`config.mk`:
```
export PLATFORM = sky130hd
export DESIGN_NAME = irq_event_unit
export DESIGN_NICKNAME = d
export VERILOG_FILES = /design/src/rtl/irq_event_unit.sv
export SDC_FILE = /design/constraint.sdc
export NUM_CORES = 1
export LEC_CHECK = 0
export CELL_PAD_IN_SITES_DETAIL_PLACEMENT = 1
export CELL_PAD_IN_SITES_GLOBAL_PLACEMENT = 2
export CORE_MARGIN = 3
export CORE_UTILIZATION = 22
export DETAILED_ROUTE_END_ITERATION = 10
export PLACE_DENSITY_LB_ADDON = 0.1
export SYNTH_ARGS = -nofsm -noshare
export SYNTH_HDL_FRONTEND = slang
export SYNTH_SLANG_ARGS = --single-unit
export TNS_END_PERCENT = 1
```
`constraint.sdc`:
```
create_clock -name clk -period 1.4 [get_ports clk]
set_input_delay 0.28 -clock clk [delete_from_list [all_inputs] [get_ports clk]]
set_output_delay 0.28 -clock clk [all_outputs]
set_load 0.03 [all_outputs]
```
`src/rtl/irq_event_unit.sv`:
```
module irq_event_unit #(
  parameter int DATA_W = 16
) (
  input  logic              clk,
  input  logic              rst_n,
  input  logic [DATA_W-1:0] evt_in,
  input  logic [1:0]        reg_sel,
  input  logic              reg_wr,
  input  logic [DATA_W-1:0] reg_wdata,
  output logic [DATA_W-1:0] reg_rdata,
  output logic              irq_o,
  output logic              err_o
);
  localparam logic [DATA_W-1:0] SRC_MASK = DATA_W'(10'h2FF);
  localparam logic [DATA_W-1:0] ERR_MASK = DATA_W'(10'h2E4);
  localparam logic [1:0] SEL_STAT = 2'd0;
  localparam logic [1:0] SEL_MASK = 2'd1;
  localparam logic [1:0] SEL_SET  = 2'd2;
  localparam logic [1:0] SEL_CLR  = 2'd3;

  logic [DATA_W-1:0] stat_q, mask_q, ack_bits;
  logic wr_set, wr_clr;

  assign ack_bits = (reg_wr && reg_sel == SEL_STAT) ? reg_wdata : '0;
  assign wr_set   = reg_wr && reg_sel == SEL_SET;
  assign wr_clr   = reg_wr && reg_sel == SEL_CLR;

  always_ff @(posedge clk) begin
    if (!rst_n) stat_q <= '0;
    else        stat_q <= ((stat_q & ~ack_bits) | evt_in) & SRC_MASK;
  end

  always_ff @(posedge clk) begin
    if (!rst_n)      mask_q <= '0;
    else if (wr_set) mask_q <= mask_q | (reg_wdata & SRC_MASK);
    else if (wr_clr) mask_q <= mask_q & ~reg_wdata;
  end

  assign reg_rdata = (reg_sel == SEL_STAT) ? stat_q :
                     (reg_sel == SEL_MASK) ? mask_q : '0;
  assign irq_o = |(stat_q & mask_q);
  assign err_o = |(stat_q & ERR_MASK);

  assert_evt_sets_R2: assert property (@(posedge clk) disable iff (!rst_n)
    (|(evt_in & SRC_MASK)) |=> ((($past(evt_in) & SRC_MASK) & ~stat_q) == '0));

  assert_ack_clears_R3: assert property (@(posedge clk) disable iff (!rst_n)
    (reg_wr && reg_sel == SEL_STAT) |=> ((stat_q & $past(reg_wdata & ~evt_in)) == '0));

  assert_unmask_R5: assert property (@(posedge clk) disable iff (!rst_n)
    wr_set |=> ((($past(reg_wdata) & SRC_MASK) & ~mask_q) == '0));

  assert_maskoff_R6: assert property (@(posedge clk) disable iff (!rst_n)
    wr_clr |=> ((mask_q & $past(reg_wdata)) == '0));

  assert_unused_zero_R9: assert property (@(posedge clk) disable iff (!rst_n)
    ((stat_q | mask_q) & ~SRC_MASK) == '0);
endmodule

```
==> flow_summary.json <==
{
  "critPathLaunchType": "flip-flop",
  "gp_congestion": 0.810,
  "synth.distinct_cells": 25,
  "num-fill-cells": 606,
  "drv_cap": 0,
  "finalInstanceArea_mm2": 0.00190,
  "clock_sinks": 25,
  "violations": "setup timing",
  "syn_to_final_growth_pct": 66.8,
  "hold_viol_final": 0,
  "power.density_mw_per_mm2": 842,
  "htreeDepth": 1,
  "cpMaxStageDelayCell": "dfxtp_2",
  "place_hpwl_um": 3180,
  "whs_path_depth": 3,
  "grt.busiest_layer": "met2",
  "dieWidth_um": 78.0,
  "worst_pin_slew_ns": 0.324,
  "placedInstanceArea_mm2": 0.00184,
  "track_usage_pct": 13.6,
  "crit_required_ns": 1.12,
  "ir_worst_vdd_mv": 0.295,
  "reg2reg_slack_ns": 0.53,
  "clk_latency_ns": 0.27,
  "path_class": "flip-flop to output pin",
  "cp-endpoint": "irq_o",
  "path_buf_inv": 1,
  "drt_iter0_markers": 61,
  "clk_path_buf_depth": 2,
  "cts_buffers": 3,
  "p_total_uw": 1600,
  "via_count": 1222,
  "met2_usage_pct": 22.3,
  "grt_pass1_wl_um": 6570,
  "critical_path.endpoint_type": "output pin",
  "grt_max_degree": 19,
  "initial_utilization_pct": 23.4,
  "ff_latch_area_um2": 510,
  "fmax_mhz": 614,
  "die_area_mm2": 0.00608,
  "io_pins": 55,
  "clk_pin_slew_worst_paths_ns": 0.09,
  "fin_crit_ns": 1.63,
  "met1_usage_pct": 18.0,
  "synth_seq_cells": 25,
  "path_depth": 4,
  "finClkSkew_ns": 0,
  "min_period_over_period_pct": 116,
  "ys_seq_area_share_pct": 43.9,
  "cts_root_buffer": "clkbuf_8",
  "ctsHoldBuffers": 0,
  "crit_fanout": 2,
  "path_cells": "a22o_1 > a221oi_2 > nand3_1 > buf_6",
  "core-area_mm2": 0.00488,
  "multiInputGateArea_um2": 563,
  "slew_headroom_pct": 78.3,
  "cts_tree": "yes",
  "worst_path_largest_cell_delay_ns": 0.33,
  "fin_nets": 239,
  "hold_path.class": "primary input to flip-flop",
  "grt_remaining_overflow": 0,
  "drc": 0,
  "synthesis.area_mm2": 0.00114,
  "ant_nets": 0,
  "syn_area_per_cell_um2": 8.84,
  "setup_violations": 2,
  "grt_pass1_vias": 1298,
  "drtPass1Iterations": 4,
  "n_antenna_cell": 0,
  "slew_viol_final": 0,
  "antenna_found_initial": 0,
  "synth_warnings": 0,
  "syn_inst": 129,
  "postCtsSetupRepairBufs": 0,
  "grt_use_met3_pct": 2.78,
  "outcome": "finished, violations left",
  "worstRegToRegCells": 3,
  "worstPathArrival_ns": 1.35,
  "io_buffers": 47,
  "viasPerCell": 4.56,
  "crit_family": "compound AO/OA/AOI/OAI gates",
  "fin_ws_ns": -0.229,
  "rsz0062_at_grt": "true",
  "syn_nets": 166,
  "finalWirelength_um": 3950,
  "drive_gt1_share_pct": 31.8,
  "wl_per_cell_um": 14.7,
  "leakage_uw": 0.000830,
  "die_h_um": 78.0,
  "worstHoldStart": "reg_sel[0]",
  "num_rows": 25
}
worst min-delay path by stage:
stage                               to  slack, ns
4_1_cts        mask_q[15]$_SDFFE_PN0P_       0.44
3_5_place_dp   mask_q[15]$_SDFFE_PN0P_       0.42
5_1_grt                      flip-flop       0.43
6_report                     flip-flop       0.42
3_3_place_gp   mask_q[15]$_SDFFE_PN0P_       0.41
2_1_floorplan  mask_q[10]$_SDFFE_PN0P_       0.37
area by class of cell:
| cell class | instances | share of cell area, % |
|---|---|---|
| Clock buffer | 4 | 2.37 |
| Tap cell | 67 | 4.41 |
| Sequential cell | 25 | 26.8 |
| Timing Repair Buffer | 75 | 34.8 |
| Multi-Input combinational cell | 87 | 29.6 |
| Inverter | 10 | 1.97 |
logic make-up (layout without fill, tap and decap cells):
group	after synthesis	in the layout	synth area share (%)
buffers and inverters	17	89	7.35
AND/OR/NAND/NOR	31	31	14.1
AO/OA/AOI/OAI	47	47	26.8
multiplexers	9	9	7.90
flip-flops	25	25	43.9
where the power goes:
group | internal (µW) | switching (µW) | total [µW]
logic | 211 | 184 | 395
clock network | 204 | 234 | 438
registers | 746 | 21.5 | 768
cells in the mapped netlist:
cell	instances	area [µm²]
a31oi_1	9	56.3
a221oi_1	1	8.76
a222oi_1	1	10.0
a311oi_1	8	70.1
buf_2	4	20.0
nand2_1	8	30.0
inv_1	9	33.8
nor2_1	10	37.5
clkinv_1	1	3.75
nand3_1	1	5.00
clkbuf_1	1	3.75
a22oi_1	1	7.51
mux2i_1	9	90.1
and2b_1	1	7.51
and3_1	1	6.26
nor3b_4	1	18.8
a21oi_1	15	75.1
nor3_1	1	5.00
a22o_1	1	8.76
dfxtp_1	25	500
o21ai_0	9	45.0
buf_6	2	22.5
a21oi_2	1	8.76
a311oi_2	1	15.0
and2_1	8	50.1
per-layer routing:
metal  part of all wire [%]  vias to the layer above
met3                    4.5                        2
met2                     49                       23
met5                      0                        -
met1                     46                      586
met4                   0.38                        0
li1                       -                      611
through the flow:
| stage | setup slack [ns] | utilization (%) | cells | TNS [ns] | hold slack (ns) |
|---|---|---|---|---|---|
| 2_1_floorplan | 0.0823 | - | 129 | 0 | 0.367 |
| 3_3_place_gp | -0.434 | 37.8 | 264 | -10.60 | 0.414 |
| 3_5_place_dp | -0.431 | 37.8 | 264 | -11.54 | 0.419 |
| 4_1_cts | -0.227 | 39.0 | 268 | -0.415 | 0.435 |
| 5_1_grt | -0.275 | 39.0 | 268 | -0.629 | 0.429 |
| 6_report | -0.229 | 39.0 | 268 | -0.386 | 0.419 |
placed cells by master (no fill, tap or decap):
cell type and count:
a21oi_1 15, and3_1 1, a21oi_2 1, a311oi_1 8, a22o_1 1, inv_1 9, clkbuf_8 3, mux2i_1 9
buf_12 2, clkbuf_2 1, and2b_2 1, nand3_1 1, buf_6 2, and2_1 8, nor3_1 1, nor2_1 10
a221oi_2 1, a311oi_2 1, dfxtp_2 8, clkbuf_1 1, buf_4 41, o21ai_0 9, dfxtp_1 17, nor3b_4 1
clkdlybuf4s50_1 27, nand2_1 8, a222oi_1 1, a22oi_1 1, clkdlybuf4s15_2 1, buf_2 1, a31oi_1 9, clkinv_1 1
what timing repair did:
action,4_1_cts,5_1_grt
endpoints found under the setup margin,27,15
pin swaps,1,2
resized for setup,19,9
tightest hold or removal path, delay by kind of cell:
kind | cells | cell delay, ns
buffers and inverters | 2 | 0.28
AO/OA/AOI/OAI | 1 | 0.08
Power figures use the tool's default switching activity.
